File: src/rtl/sq_wb_pkg.sv
package sq_wb_pkg;

  typedef enum logic [1:0] {
    SC_FAIL = 2'd0,
    SC_OK   = 2'd1,
    SC_UNC  = 2'd2
  } sc_code_e;

  function automatic sc_code_e sc_resolve(input logic uncache, input logic resv);
    if (uncache)   return SC_UNC;
    else if (resv) return SC_OK;
    else           return SC_FAIL;
  endfunction

endpackage

File: src/rtl/sq_ring.sv
module sq_ring #(
  parameter int DEPTH = 8,
  parameter int ENT_W = 8
) (
  input  logic             clk,
  input  logic             rst_n,
  input  logic             enq_valid,
  input  logic [ENT_W-1:0] enq_ent,
  output logic             enq_ready,
  input  logic             commit,
  input  logic             pop,
  output logic [ENT_W-1:0] head_ent,
  output logic             has_cmt
);
  localparam int AW = (DEPTH > 1) ? $clog2(DEPTH) : 1;
  localparam int PW = AW + 1;
  localparam logic [PW-1:0] DEPTH_P = PW'(DEPTH);

  logic [PW-1:0] alloc_q, cmt_q, wb_q;
  logic [ENT_W-1:0] slots [DEPTH];
  logic full, enq_fire, cmt_fire;
  logic [PW-1:0] occ;

  assign full      = (alloc_q[AW] != wb_q[AW]) && (alloc_q[AW-1:0] == wb_q[AW-1:0]);
  assign enq_ready = !full;
  assign enq_fire  = enq_valid && !full;
  assign cmt_fire  = commit && (cmt_q != alloc_q);
  assign has_cmt   = (wb_q != cmt_q);
  assign head_ent  = slots[wb_q[AW-1:0]];
  assign occ       = alloc_q - wb_q;

  always_ff @(posedge clk) begin
    if (enq_fire) slots[alloc_q[AW-1:0]] <= enq_ent;
  end

  always_ff @(posedge clk) begin
    if (!rst_n) begin
      alloc_q <= '0;
      cmt_q   <= '0;
      wb_q    <= '0;
    end else begin
      if (enq_fire) alloc_q <= alloc_q + PW'(1);
      if (cmt_fire) cmt_q   <= cmt_q + PW'(1);
      if (pop)      wb_q    <= wb_q + PW'(1);
    end
  end

  a_r1_no_overflow: assert property (@(posedge clk) disable iff (!rst_n)
    occ <= DEPTH_P);
  a_r1_pop_committed: assert property (@(posedge clk) disable iff (!rst_n)
    pop |-> has_cmt);
  a_r1_commit_inside: assert property (@(posedge clk) disable iff (!rst_n)
    (cmt_q - wb_q) <= occ);
endmodule

File: src/rtl/sq_park.sv
module sq_park #(
  parameter int ENT_W = 8
) (
  input  logic             clk,
  input  logic             rst_n,
  input  logic             park_en,
  input  logic [ENT_W-1:0] park_ent,
  input  logic [1:0]       park_code,
  input  logic             clear,
  output logic             blocked,
  output logic [ENT_W-1:0] slot_ent,
  output logic [1:0]       slot_code
);
  always_ff @(posedge clk) begin
    if (!rst_n) begin
      blocked   <= 1'b0;
      slot_ent  <= '0;
      slot_code <= '0;
    end else if (park_en) begin
      blocked   <= 1'b1;
      slot_ent  <= park_ent;
      slot_code <= park_code;
    end else if (clear) begin
      blocked   <= 1'b0;
    end
  end

  a_r6_one_slot: assert property (@(posedge clk) disable iff (!rst_n)
    park_en |-> !blocked);
  a_r11_slot_frozen: assert property (@(posedge clk) disable iff (!rst_n)
    (blocked && $past(blocked)) |-> ($stable(slot_ent) && $stable(slot_code)));
endmodule

File: src/rtl/sq_resv.sv
module sq_resv #(
  parameter int ADDR_W = 32
) (
  input  logic              clk,
  input  logic              rst_n,
  input  logic              ll_valid,
  input  logic [ADDR_W-1:0] ll_addr,
  input  logic              clr,
  output logic              flag,
  output logic [ADDR_W-1:0] addr
);
  always_ff @(posedge clk) begin
    if (!rst_n) begin
      flag <= 1'b0;
      addr <= '0;
    end else if (ll_valid) begin
      flag <= 1'b1;
      addr <= ll_addr;
    end else if (clr) begin
      flag <= 1'b0;
    end
  end

  a_r5_rise_from_ll: assert property (@(posedge clk) disable iff (!rst_n)
    $rose(flag) |-> $past(ll_valid));
  a_r5_fall_from_clr: assert property (@(posedge clk) disable iff (!rst_n)
    $fell(flag) |-> $past(clr && !ll_valid));
endmodule

File: src/rtl/sq_stall.sv
module sq_stall #(
  parameter int SEQ_W  = 16,
  parameter int LIDX_W = 4
) (
  input  logic              clk,
  input  logic              rst_n,
  input  logic              set,
  input  logic [SEQ_W-1:0]  set_seq,
  input  logic [LIDX_W-1:0] set_idx,
  input  logic              sent,
  input  logic [SEQ_W-1:0]  sent_seq,
  output logic              stalled,
  output logic              replay_valid,
  output logic [LIDX_W-1:0] replay_idx
);
  logic [SEQ_W-1:0]  seq_q;
  logic [LIDX_W-1:0] idx_q;
  logic              release_now;

  assign release_now = sent && stalled && (sent_seq == seq_q);

  always_ff @(posedge clk) begin
    if (!rst_n) begin
      stalled      <= 1'b0;
      seq_q        <= '0;
      idx_q        <= '0;
      replay_valid <= 1'b0;
      replay_idx   <= '0;
    end else begin
      replay_valid <= release_now;
      if (release_now) replay_idx <= idx_q;
      if (set) begin
        stalled <= 1'b1;
        seq_q   <= set_seq;
        idx_q   <= set_idx;
      end else if (release_now) begin
        stalled <= 1'b0;
      end
    end
  end

  a_r9_replay_after_stall: assert property (@(posedge clk) disable iff (!rst_n)
    replay_valid |-> $past(stalled));
  a_r9_replay_needs_send: assert property (@(posedge clk) disable iff (!rst_n)
    replay_valid |-> $past(sent));
endmodule

File: src/rtl/sq_wb_ctrl.sv
module sq_wb_ctrl
  import sq_wb_pkg::*;
#(
  parameter int DEPTH  = 8,
  parameter int ADDR_W = 32,
  parameter int DATA_W = 32,
  parameter int SEQ_W  = 16,
  parameter int LIDX_W = 4
) (
  input  logic              clk,
  input  logic              rst_n,
  input  logic              enq_valid,
  output logic              enq_ready,
  input  logic [ADDR_W-1:0] enq_addr,
  input  logic [DATA_W-1:0] enq_data,
  input  logic [SEQ_W-1:0]  enq_seq,
  input  logic              enq_cond,
  input  logic              enq_uncache,
  input  logic              commit_valid,
  input  logic              ll_valid,
  input  logic [ADDR_W-1:0] ll_addr,
  input  logic              resv_clr,
  output logic              resv_flag,
  output logic [ADDR_W-1:0] resv_addr,
  input  logic              stall_set,
  input  logic [SEQ_W-1:0]  stall_seq,
  input  logic [LIDX_W-1:0] stall_ldidx,
  output logic              stalled,
  output logic              replay_valid,
  output logic [LIDX_W-1:0] replay_ldidx,
  output logic              req_valid,
  input  logic              req_ready,
  input  logic              req_retry,
  output logic [ADDR_W-1:0] req_addr,
  output logic [DATA_W-1:0] req_data,
  output logic [SEQ_W-1:0]  req_seq,
  output logic              req_cond,
  output logic [1:0]        req_sc_res,
  output logic              req_noresp,
  output logic              st_blocked,
  output logic              cmpl_valid,
  output logic [SEQ_W-1:0]  cmpl_seq,
  output logic              cmpl_cond,
  output logic [1:0]        cmpl_sc_res
);
  typedef struct packed {
    logic [ADDR_W-1:0] addr;
    logic [DATA_W-1:0] data;
    logic [SEQ_W-1:0]  seq;
    logic              cond;
    logic              unc;
  } sq_ent_t;

  localparam int ENT_W = $bits(sq_ent_t);

  sq_ent_t          enq_e, head_e, slot_e, cur_e;
  logic [ENT_W-1:0] head_vec, slot_vec;
  logic [1:0]       head_code, slot_code, cur_code;
  logic             has_cmt, live, sc_fail, accept, park_en, pop;

  assign enq_e = '{addr: enq_addr, data: enq_data, seq: enq_seq,
                   cond: enq_cond, unc: enq_uncache};

  sq_ring #(.DEPTH(DEPTH), .ENT_W(ENT_W)) u_ring (
    .clk(clk), .rst_n(rst_n),
    .enq_valid(enq_valid), .enq_ent(enq_e), .enq_ready(enq_ready),
    .commit(commit_valid), .pop(pop),
    .head_ent(head_vec), .has_cmt(has_cmt)
  );

  sq_resv #(.ADDR_W(ADDR_W)) u_resv (
    .clk(clk), .rst_n(rst_n),
    .ll_valid(ll_valid), .ll_addr(ll_addr), .clr(resv_clr),
    .flag(resv_flag), .addr(resv_addr)
  );

  sq_park #(.ENT_W(ENT_W)) u_park (
    .clk(clk), .rst_n(rst_n),
    .park_en(park_en), .park_ent(cur_e), .park_code(cur_code),
    .clear(st_blocked && accept),
    .blocked(st_blocked), .slot_ent(slot_vec), .slot_code(slot_code)
  );

  sq_stall #(.SEQ_W(SEQ_W), .LIDX_W(LIDX_W)) u_stall (
    .clk(clk), .rst_n(rst_n),
    .set(stall_set), .set_seq(stall_seq), .set_idx(stall_ldidx),
    .sent(accept), .sent_seq(cur_e.seq),
    .stalled(stalled), .replay_valid(replay_valid), .replay_idx(replay_ldidx)
  );

  // Head resolution: the conditional code is taken from the registered flag.
  assign head_e    = sq_ent_t'(head_vec);
  assign slot_e    = sq_ent_t'(slot_vec);
  assign head_code = head_e.cond ? 2'(sc_resolve(head_e.unc, resv_flag)) : 2'd0;
  assign live      = has_cmt && !st_blocked;
  assign sc_fail   = live && head_e.cond && (head_code == 2'(SC_FAIL));

  // The parked copy is offered only in a retry cycle.
  assign cur_e     = st_blocked ? slot_e : head_e;
  assign cur_code  = st_blocked ? slot_code : head_code;
  assign req_valid = st_blocked ? req_retry : (live && !sc_fail);
  assign accept    = req_valid && req_ready;
  assign park_en   = req_valid && !req_ready && !st_blocked;
  assign pop       = accept || sc_fail;

  assign req_addr   = cur_e.addr;
  assign req_data   = cur_e.data;
  assign req_seq    = cur_e.seq;
  assign req_cond   = cur_e.cond;
  assign req_sc_res = cur_code;
  assign req_noresp = !cur_e.cond;

  always_ff @(posedge clk) begin
    if (!rst_n) begin
      cmpl_valid  <= 1'b0;
      cmpl_seq    <= '0;
      cmpl_cond   <= 1'b0;
      cmpl_sc_res <= '0;
    end else begin
      cmpl_valid <= (accept && !cur_e.cond) || sc_fail;
      if ((accept && !cur_e.cond) || sc_fail) begin
        cmpl_seq    <= cur_e.seq;
        cmpl_cond   <= cur_e.cond;
        cmpl_sc_res <= cur_code;
      end
    end
  end

  a_r6_quiet_blocked: assert property (@(posedge clk) disable iff (!rst_n)
    (st_blocked && !req_retry) |-> !req_valid);
  a_r10_cmpl_follows_accept: assert property (@(posedge clk) disable iff (!rst_n)
    (cmpl_valid && !cmpl_cond) |-> $past(req_valid && req_ready));
  a_r4_fail_retires_unsent: assert property (@(posedge clk) disable iff (!rst_n)
    (cmpl_valid && cmpl_cond) |-> ($past(!req_valid) && cmpl_sc_res == 2'd0));
  a_r7_unblock_on_accept: assert property (@(posedge clk) disable iff (!rst_n)
    $fell(st_blocked) |-> $past(req_retry && req_ready));
endmodule

File: config.mk
export PLATFORM = sky130hd
export DESIGN_NAME = sq_wb_ctrl
export DESIGN_NICKNAME = d
export VERILOG_FILES = /design/src/rtl/sq_wb_pkg.sv /design/src/rtl/sq_ring.sv /design/src/rtl/sq_park.sv /design/src/rtl/sq_resv.sv /design/src/rtl/sq_stall.sv /design/src/rtl/sq_wb_ctrl.sv
export SDC_FILE = /design/constraint.sdc
export NUM_CORES = 1
export LEC_CHECK = 0
export BUFFER_PORTS_ARGS = -buffer_cell sky130_fd_sc_hd__buf_2
export CORE_MARGIN = 2
export CORE_UTILIZATION = 53
export DETAILED_ROUTE_END_ITERATION = 6
export PLACE_DENSITY = 0.82
export SYNTH_ARGS = -nofsm -noshare
export SYNTH_HDL_FRONTEND = slang
export SYNTH_SLANG_ARGS = --single-unit
File: constraint.sdc
create_clock -name clk -period 8.5 [get_ports clk]
set_input_delay 1.7 -clock clk [delete_from_list [all_inputs] [get_ports clk]]
set_output_delay 1.7 -clock clk [all_outputs]
set_load 0.01 [all_outputs]
Yosys cells after proc, flatten, opt, wreduce, memory -nomap -nowiden
Memories as Yosys holds them, arrays and structs flattened. A register that Yosys moved wholly into a read port is not among the register bits.
Cells that the tools add are included.
{"block": "op_classes", "n_bitwise": 1, "n_addsub": 3, "reduce_logical": 26, "muxes": 16, "eq_ne": 5}
{"operator": "$mux W82", "count": 1}
{"operator": "$eq A16 B16 Y1", "count": 1}
{"operator": "$logic_and A1 B1 Y1", "count": 14}
{"operator": "$add A4 B1 Y4 const B", "count": 3}
{"operator": "$mux W1", "count": 10}
{"operator": "$ne A4 B4 Y1", "count": 2}
{"operator": "$mux W2", "count": 3}
{"operator": "$mux W3", "count": 2}
{"operator": "$reduce_bool A2 Y1", "count": 3}
{"operator": "$logic_not A1 Y1", "count": 5}
{"operator": "$eq A3 B3 Y1", "count": 1}
{"operator": "$logic_not A2 Y1", "count": 1}
{"operator": "$logic_or A1 B1 Y1", "count": 2}
{"operator": "$reduce_and A2 Y1", "count": 1}
{"operator": "$ne A1 B1 Y1", "count": 1}
{"operator": "$not A1 Y1", "count": 1}
{"block": "totals", "wordCells": 70, "out_inout_bits": 146, "register_bits": 176, "inputBits": 143, "mem_count": 1, "ram_bits": 656}
{"memory": "u_ring.slots", "depth": 8, "word_bits": 82, "rd": 1, "rd_ports_with_merged_regs": 1, "write_ports": 1, "line_no": "sq_ring.sv:20", "source": "logic [ENT_W-1:0] slots [DEPTH];"}

Depth between registers and ports, before layout
Gate-level depths: netlist (run 1).
{"block": "depth", "depth_word": 13, "depth_mapped": 12, "depth_no_buf": 7}

Modules after synthesis
A second synthesis (run 1) with hierarchy kept.
{"block": "hier_totals", "cells_unflattened": 1803, "area_unflattened_um2": 33579.7}
{"mod": "sq_ring", "area_each_um2": 25461.9, "instances": 1, "cells_per_inst": 1039, "seq_area_each_um2": 19999.2}
{"mod": "sq_park", "area_each_um2": 3261.9, "instances": 1, "cells_per_inst": 274, "seq_area_each_um2": 1701.6}
{"mod": "sq_wb_ctrl", "area_each_um2": 2466.1, "instances": 1, "cells_per_inst": 272, "seq_area_each_um2": 400.4}
{"mod": "sq_resv", "area_each_um2": 1277.5, "instances": 1, "cells_per_inst": 106, "seq_area_each_um2": 660.6}
{"mod": "sq_stall", "area_each_um2": 1112.3, "instances": 1, "cells_per_inst": 112, "seq_area_each_um2": 520.5}

Least setup slack after synthesis (run 1)
OpenSTA, ideal clock, no wires.
{"block": "synth_path", "kind": "in2reg", "start": "input port enq_valid", "end": "memory u_ring.slots[0][0] in the netlist's numbering (enable)", "arrival_ns": 7.693, "required_time_ns": 7.877, "setup_time_ns": 0.623, "path_stages": 4, "slack_ns": 0.184, "n_path_buf": 1, "path_cell_list": "and2_1 > clkbuf_1 > nand2b_1 > nor3_1"}
{"block": "synth_via", "elab_chain_len": 3}
{"element": "start: declaration", "line_no": "sq_wb_ctrl.sv:12", "source": "input logic enq_valid,"}
{"element": "$logic_and A1 B1 Y1", "line_no": "sq_ring.sv:26", "source": "assign enq_fire = enq_valid && !full;"}
{"element": "$mux W1", "line_no": "sq_ring.sv:33", "source": "if (enq_fire) slots[alloc_q[AW-1:0]] <= enq_ent;"}
{"element": "$mux W1 (not written as such)", "line_no": "sq_ring.sv:33"}
{"element": "end: declaration", "line_no": "sq_ring.sv:20"}
No other way between the ends.

==> impl_table.tex, run 1 <==
\begin{tabular}{lr}
\hline
Metric & Value \\
\hline
\multicolumn{2}{l}{\textbf{Outcome}} \\
Run status & complete, no violations \\
\multicolumn{2}{l}{\textbf{Timing}} \\
Max Slew Vio Count & 0 \\
Unrepaired setup endpoints after global routing & no \\
Max transition margin & 18.63\% \\
Skew final & 0.02794 ns \\
Final setup vio count & 0 \\
Worst-margin pin slew & 1.221 ns \\
Setup tns final & 0 ns \\
Minimum period implied by the final worst setup slack & 5.418 ns \\
Fmax & 184.6 MHz \\
Share of the clock period used by the worst path & 63.74\% \\
Final hold violation count & 0 \\
Hold slack final & 0.4519 ns \\
\multicolumn{2}{l}{\textbf{GRT}} \\
Pin count of the biggest net entering global routing & 121 \\
Total global routing track utilization & 23.08\% \\
Remaining Overflow, GRT & 0 \\
Via count of the first global-routing pass & 18160 \\
Number of antenna violations at the first check in global routing & 15 \\
Wire length of the first global-routing pass & 109100 um \\
\multicolumn{2}{l}{\textbf{Finish}} \\
Top library cells by usage in the layout, fill and taps aside & edfxtp\_1, buf\_2, nand2\_1 \\
Final net count & 2302 \\
Leading cell type in the layout, fill and taps excluded & edfxtp\_1 \\
FF/Latch Area & 0.02327 mm2 \\
Ratio of cells with drive above 1 in the final layout & 32.40\% \\
Fill cell count & 4176 \\
Synth-to-Final Area Change & 14.86\% \\
Multi-input gate area in the final layout & 0.008682 mm2 \\
\multicolumn{2}{l}{\textbf{Yosys}} \\
Syn Area/Cell & 17.35 um2 \\
Yosys warns & 0 \\
Fraction of synthesized area in multiplexers & 18.28\% \\
Asr flop ratio synth & 0\% \\
Seq/Total Area, Yosys & 71.64\% \\
Portion of synthesized cell area occupied by the leading cell type & 60.67\% \\
Total standard cell area after synthesis & 0.03247 mm2 \\
Top FF cell, synth & edfxtp\_1 \\
Parity-gate share of the synthesized area counting xor and xnor cells & 1.160\% \\
Flop and latch count out of synthesis & 834 \\
Net count after synthesis & 2017 \\
Synth top area cells & edfxtp\_1, dfxtp\_1, mux4\_2 \\
EDFF count, synth & 656 \\
Compound-Gate Fraction of Synth Area & 2.666\% \\
Main combinational cell family by area after synthesis & multiplexers \\
Leading area contributor after synthesis & edfxtp\_1 \\
Post-synth cell types & 50 \\
Simple-gate portion of the synthesized area & 4.316\% \\
Post-synthesis share of cell area spent on full adders, half adders and majority gates & 0.1156\% \\
Cells after Synth & 1871 \\
\multicolumn{2}{l}{\textbf{Route}} \\
Drt pass-1 iters & 5 \\
Routed wire length & 72740 um \\
Number of nets with antenna violations after routing & 0 \\
Number of DRC violations after detailed routing & 0 \\
Via density per instance & 5.841 \\
Wire length per cell & 24.14 um \\
Via count & 17600 \\
DRC violation total after the first TritonRoute iteration & 1429 \\
\multicolumn{2}{l}{\textbf{Power}} \\
Static leakage & 12.70 nW \\
Power density cells & 287.7 mW/mm2 \\
Worst IR drop on VDD & 0.2592 mV \\
Overall power consumption & 0.01073 W \\
\multicolumn{2}{l}{\textbf{CTS}} \\
Count of hold-fix buffers inserted at cts & 0 \\
Clock Pin Slew Worst Setup and Hold Paths & 0.06 ns \\
Clock root buffer & clkbuf\_16 \\
Total CTS buffers & 82 \\
Number of setup buffers added after CTS & 0 \\
Clock Tree Buf Depth & 3 \\
Maximum level of the CTS H-tree & 3 \\
Worst-Skew Late Latency & 0.64 ns \\
Clock Sinks & 834 \\
CTS tree & done \\
Post\_cts resized & 0 \\
\multicolumn{2}{l}{\textbf{Setup path}} \\
Critical Path Source Type & flop \\
Register-to-register setup slack & 4.19 ns \\
Number of buffer and inverter instances along the worst setup path & 2 \\
Length in cells of the worst reg-to-reg path & 10 \\
Critical Path Sink Type & primary output \\
Worst-path cell with the longest stage delay & dfxtp\_4 \\
FF-to-FF Start & u\_park.blocked \\
Crit path required time & 6.80 ns \\
Slowest stage delay, CP & 0.78 ns \\
Cell family with the largest share of critical-path delay & multiplexers \\
Worst setup path class & flop to primary output \\
Total number of cells along the worst setup path & 5 \\
Arr. time, crit path & 3.72 ns \\
Capture instance of the worst register-to-register path & u\_park.slot\_ent[54] \\
Critical path destination & req\_data[24] \\
Most Frequent Cell on Critical Path & mux2\_2 \\
Peak fanout along the critical path & 120 \\
CP cell instances & buf\_12, mux4\_2, mux2\_2, mux2\_2, buf\_2 \\
\multicolumn{2}{l}{\textbf{Job}} \\
Max-capacitance violation count & 0 \\
\multicolumn{2}{l}{\textbf{Min path}} \\
Count of cells along the worst hold path & 2 \\
Startpoint of the lowest-slack hold path & u\_park.slot\_ent[79] \\
Hold Crit Class & flop to flop \\
\multicolumn{2}{l}{\textbf{Placement}} \\
RD Place Congestion & 0.8482 \\
Estimated wirelength of the detail-placed design & 41270 um \\
Number of input and output port buffers inserted & 288 \\
\multicolumn{2}{l}{\textbf{Floorplanning}} \\
Starting Density & 53.70\% \\
Core Region & 0.06047 mm2 \\
Die X-Extent & 251.5 um \\
Vert. Die Dim & 251.5 um \\
IO Count & 289 \\
Cell Rows & 90 \\
Die ar. & 0.06326 mm2 \\
\hline
\end{tabular}
-- synthesized netlist by cell type, drive strengths merged (19+ instances only) --
| cell type | instances |
|---|---|
| mux2i | 116 |
| nor2 | 114 |
| xnor2 | 19 |
| mux4 | 158 |
| xor2 | 24 |
| edfxtp | 656 |
| clkbuf | 40 |
| buf | 71 |
| mux2 | 108 |
| o21ai | 36 |
| nand2 | 179 |
| dfxtp | 178 |
| a21oi | 76 |
-- per-layer routing --
layer | routed length [um] | part of all wire (%) | GRT usage (%) | vias up
met5 | 75 | 0.10 | 0 | -
met4 | 1810 | 2.5 | 7.449 | 14
met3 | 6445 | 8.9 | 6.376 | 144
met2 | 36600 | 50 | 39.95 | 758
met1 | 27810 | 38 | 28.15 | 8883
li1 | - | - | - | 7800
-- how the worst min path moves through the flow --
stage                               end
detailed placement  u_park.slot_ent[48]
global placement    u_park.slot_ent[80]
finish              u_park.slot_ent[79]
global route        u_park.slot_ent[77]
floorplan           u_park.slot_ent[18]
CTS                 u_park.slot_ent[48]
-- power breakdown --
part | total, W | switching, W | internal [W]
clock network | 0.00351 | 0.00149 | 0.00202
logic | 0.00236 | 0.00136 | 0.00100
registers | 0.00486 | 0.000182 | 0.00468
total | 0.0107 | 0.00303 | 0.00771
-- state kept, by name (all words and copies together) (netlist names), named ones only --
signal	cells
cmpl_cond	1
cmpl_sc_res	2
cmpl_seq	16
cmpl_valid	1
u_park.blocked	1
u_park.slot_code	2
u_park.slot_ent	81
u_resv.addr	32
u_resv.flag	1
u_ring.alloc_q	4
u_ring.cmt_q	4
u_ring.slots	656
u_ring.wb_q	4
u_stall.idx_q	4
u_stall.replay_idx	4
u_stall.replay_valid	1
u_stall.seq_q	16
u_stall.stalled	1
-- worst min-delay path: cells and delay by family (launching register included) --
family	cells	cell delay [ns]
flops	1	0.30
compound gates	1	0.05
simple gates	1	0.05
-- cell families (layout without fill, tap and decap cells) --
group,after synthesis,in the layout
muxes,382,382
DFF,834,834
AOI/OAI and AO/OA,145,145
adders and majority gates,3,3
other,0,6
buffers and inverters,125,479
xor gates and xnor gates,43,43
and+or+nand+nor,339,339
-- layout make-up --
cell class / instances / share of cell area, %
antenna: 6 / 0.04026
multi-input combinational: 912 / 23.28
tap: 782 / 2.623
sequential: 834 / 62.41
clock inverter: 41 / 0.8823
clock buffer: 112 / 6.163
inverter: 14 / 0.1577
timing repair buffer: 312 / 4.448
-- per-stage QoR --
step,worst slack [ns],utilization (%),cells,cell area [um2]
2_1_floorplan,0.1844,-,1871,32470
3_3_place_gp,3.723,57.31,2854,34650
3_5_place_dp,3.694,57.31,2854,34650
4_1_cts,3.011,61.65,3007,37280
5_1_grt,2.867,61.66,3010,37290
6_report,3.082,61.68,3013,37300
No activity file was read; power rests on OpenSTA's default activity.
==> run 2, diff against run 1 <==
CORE_UTILIZATION = 59   (was 53)
PLACE_DENSITY = 0.86   (was 0.82)
clock period = 5.4 ns   (was 8.5 ns; I/O delays follow)
==> run 2 against run 1 <==
Worst setup slack worse by 2.2 ns. Sequential power is 57% higher. Register-to-register slack got worse by 2.6 ns. Die area decreased by 10%. Routed wire length up 2.5%.
==> impl_table.tex, run 2 (same netlist as run 1, synthesis figures left out) <==
\begin{tabular}{lr}
\hline
Metric & Value \\
\hline
\multicolumn{2}{l}{\textbf{Min path}} \\
Count of cells along the worst hold path & 2 (unchanged) \\
Hold Crit Class & flop to flop (unchanged) \\
\multicolumn{2}{l}{\textbf{Timing}} \\
Unrepaired setup endpoints after global routing & no (unchanged) \\
Setup tns final & 0 ns (unchanged) \\
Final setup vio count & 0 (unchanged) \\
Share of the clock period used by the worst path & 82.77\% \\
Max Slew Vio Count & 0 (unchanged) \\
Skew final & 0.02658 ns (was 0.02794 ns) \\
Hold slack final & 0.4534 ns (was 0.4519 ns) \\
Final hold violation count & 0 (unchanged) \\
Fmax & 223.7 MHz \\
Worst-margin pin slew & 1.255 ns (was 1.221 ns) \\
Max transition margin & 16.36\% (was 18.63\%) \\
Minimum period implied by the final worst setup slack & 4.470 ns \\
\multicolumn{2}{l}{\textbf{Setup path}} \\
Worst setup path class & flop to primary output (unchanged) \\
Length in cells of the worst reg-to-reg path & 7 (was 10) \\
Cell family with the largest share of critical-path delay & flip-flops (was multiplexers) \\
Slowest stage delay, CP & 0.78 ns (about the same) \\
Critical Path Source Type & flop (unchanged) \\
Total number of cells along the worst setup path & 6 (was 5) \\
Arr. time, crit path & 3.39 ns (was 3.72 ns) \\
Critical Path Sink Type & primary output (unchanged) \\
Crit path required time & 4.32 ns (was 6.80 ns) \\
Number of buffer and inverter instances along the worst setup path & 2 (unchanged) \\
CP cell instances & mux4\_2, or3b\_4, a2111oi\_4, or3\_4, inv\_1, buf\_2 (was buf\_12, mux4\_2, mux2\_2, mux2\_2, buf\_2) \\
Worst-path cell with the longest stage delay & dfxtp\_4 (unchanged) \\
Peak fanout along the critical path & 30 (was 120) \\
\multicolumn{2}{l}{\textbf{CTS}} \\
Count of hold-fix buffers inserted at cts & 0 (unchanged) \\
Clock Pin Slew Worst Setup and Hold Paths & 0.06 ns (about the same) \\
Worst-Skew Late Latency & 0.62 ns (was 0.64 ns) \\
Total CTS buffers & 82 (unchanged) \\
Clock Sinks & 834 (unchanged) \\
Number of setup buffers added after CTS & 0 (unchanged) \\
Clock Tree Buf Depth & 3 (unchanged) \\
Clock root buffer & clkbuf\_16 (unchanged) \\
Maximum level of the CTS H-tree & 3 (unchanged) \\
Post\_cts resized & 0 (unchanged) \\
CTS tree & done (unchanged) \\
\multicolumn{2}{l}{\textbf{Floorplanning}} \\
Cell Rows & 85 (was 90) \\
Core Region & 0.05413 mm2 (was 0.06047 mm2) \\
IO Count & 289 (unchanged) \\
Die ar. & 0.05693 mm2 (was 0.06326 mm2) \\
Starting Density & 59.98\% (was 53.70\%) \\
Vert. Die Dim & 238.6 um (was 251.5 um) \\
Die X-Extent & 238.6 um (was 251.5 um) \\
\multicolumn{2}{l}{\textbf{Power}} \\
Static leakage & 12.77 nW (was 12.70 nW) \\
Worst IR drop on VDD & 0.4525 mV (was 0.2592 mV) \\
Power density cells & 457.1 mW/mm2 (was 287.7 mW/mm2) \\
\multicolumn{2}{l}{\textbf{GRT}} \\
Total global routing track utilization & 26.43\% (was 23.08\%) \\
Remaining Overflow, GRT & 0 (unchanged) \\
Pin count of the biggest net entering global routing & 97 (was 121) \\
Number of antenna violations at the first check in global routing & 20 (was 15) \\
Via count of the first global-routing pass & 18600 (was 18160) \\
Wire length of the first global-routing pass & 111200 um (was 109100 um) \\
\multicolumn{2}{l}{\textbf{Job}} \\
Max-capacitance violation count & 0 (unchanged) \\
\multicolumn{2}{l}{\textbf{Finish}} \\
Ratio of cells with drive above 1 in the final layout & 32.84\% (was 32.40\%) \\
Leading cell type in the layout, fill and taps excluded & edfxtp\_1 (unchanged) \\
Final net count & 2308 (was 2302) \\
Share of the core filled with cells & 69.13\% (was 61.68\%) \\
Max reg flops & 656 (unchanged) \\
Synth-to-Final Area Change & 15.24\% (was 14.86\%) \\
Top library cells by usage in the layout, fill and taps aside & edfxtp\_1, buf\_2, nand2\_1 (unchanged) \\
\multicolumn{2}{l}{\textbf{Route}} \\
Drt pass-1 iters & 6 (was 5) \\
Number of DRC violations after detailed routing & 0 (unchanged) \\
Number of nets with antenna violations after routing & 0 (unchanged) \\
Routed wire length & 74560 um (was 72740 um) \\
Via count & 17970 (was 17600) \\
Wire length per cell & 25.41 um (was 24.14 um) \\
Via density per instance & 6.123 (was 5.841) \\
DRC violation total after the first TritonRoute iteration & 1513 (was 1429) \\
\multicolumn{2}{l}{\textbf{Placement}} \\
RD Place Congestion & 0.8341 (was 0.8482) \\
Number of input and output port buffers inserted & 288 (unchanged) \\
Estimated wirelength of the detail-placed design & 41680 um (was 41270 um) \\
\multicolumn{2}{l}{\textbf{Outcome}} \\
Run status & complete, no violations (unchanged) \\
\hline
\end{tabular}
[run 2: cell types whose count changed in the layout (fill, tap and decap cells not counted), moves of 3 or more]
cell and change:
diode_2 +3, buf_4 -4, clkinv_2 +3, buf_12 +10, bufinv_16 +3, clkinv_1 -5
[run 2: power breakdown]
group	total, W	internal, W	switching, W
sequential	0.00765	0.00736	0.000288
combinational	0.00382	0.00161	0.00221
clock	0.00564	0.00325	0.00238
[run 2: path summary, 6_finish.rpt]
check	start	to	slack [ns]
setup / recovery	flop	req_valid	0.93
hold / removal	u_park.slot_ent[75]	u_park.slot_ent[75]	0.45
setup reg to reg	flop	u_park.slot_ent[47]	1.56
hold reg to reg	u_park.slot_ent[75]	u_park.slot_ent[75]	0.45
[run 2: per-stage QoR]
stage | instances | power [W] | instance area (um2) | setup slack, ns
2_1_floorplan | 1871 | 0.01024 | 32480 | -0.1085
4_1_cts | 2925 | 0.01718 | 37400 | 0.8303
3_3_place_gp | 2774 | 0.01140 | 34730 | 1.554
6_report | 2934 | 0.01710 | 37420 | 0.9302
3_5_place_dp | 2774 | 0.01155 | 34730 | 1.516
5_1_grt | 2929 | 0.01774 | 37410 | 0.7054
[run 2: area by class of cell]
cell class / instances / area, um2
Timing Repair Buffer: 318 / 1829
Antenna cell: 9 / 22.52
Clock inverter: 45 / 455.4
Sequential cell: 834 / 23270
Multi-Input combinational cell: 912 / 8695
Fill cell: 3319 / 16710
Tap cell: 696 / 870.8
Clock buffer: 106 / 2213
Inverter: 14 / 58.81
[run 2: worst min-delay path: cells and delay by family, from the launching register on]
| kind | cells | cell delay [ns] |
|---|---|---|
| compound gates | 1 | 0.05 |
| flops | 1 | 0.31 |
| simple gates | 1 | 0.05 |
[run 2: per-layer routing]
layer,vias to the layer above,routed length [um],GRT usage (%)
li1,7799,-,-
met1,9063,28680,33.79
met5,-,86,0
met4,12,2211,9.621
met3,170,6451,6.663
met2,922,37130,44.20
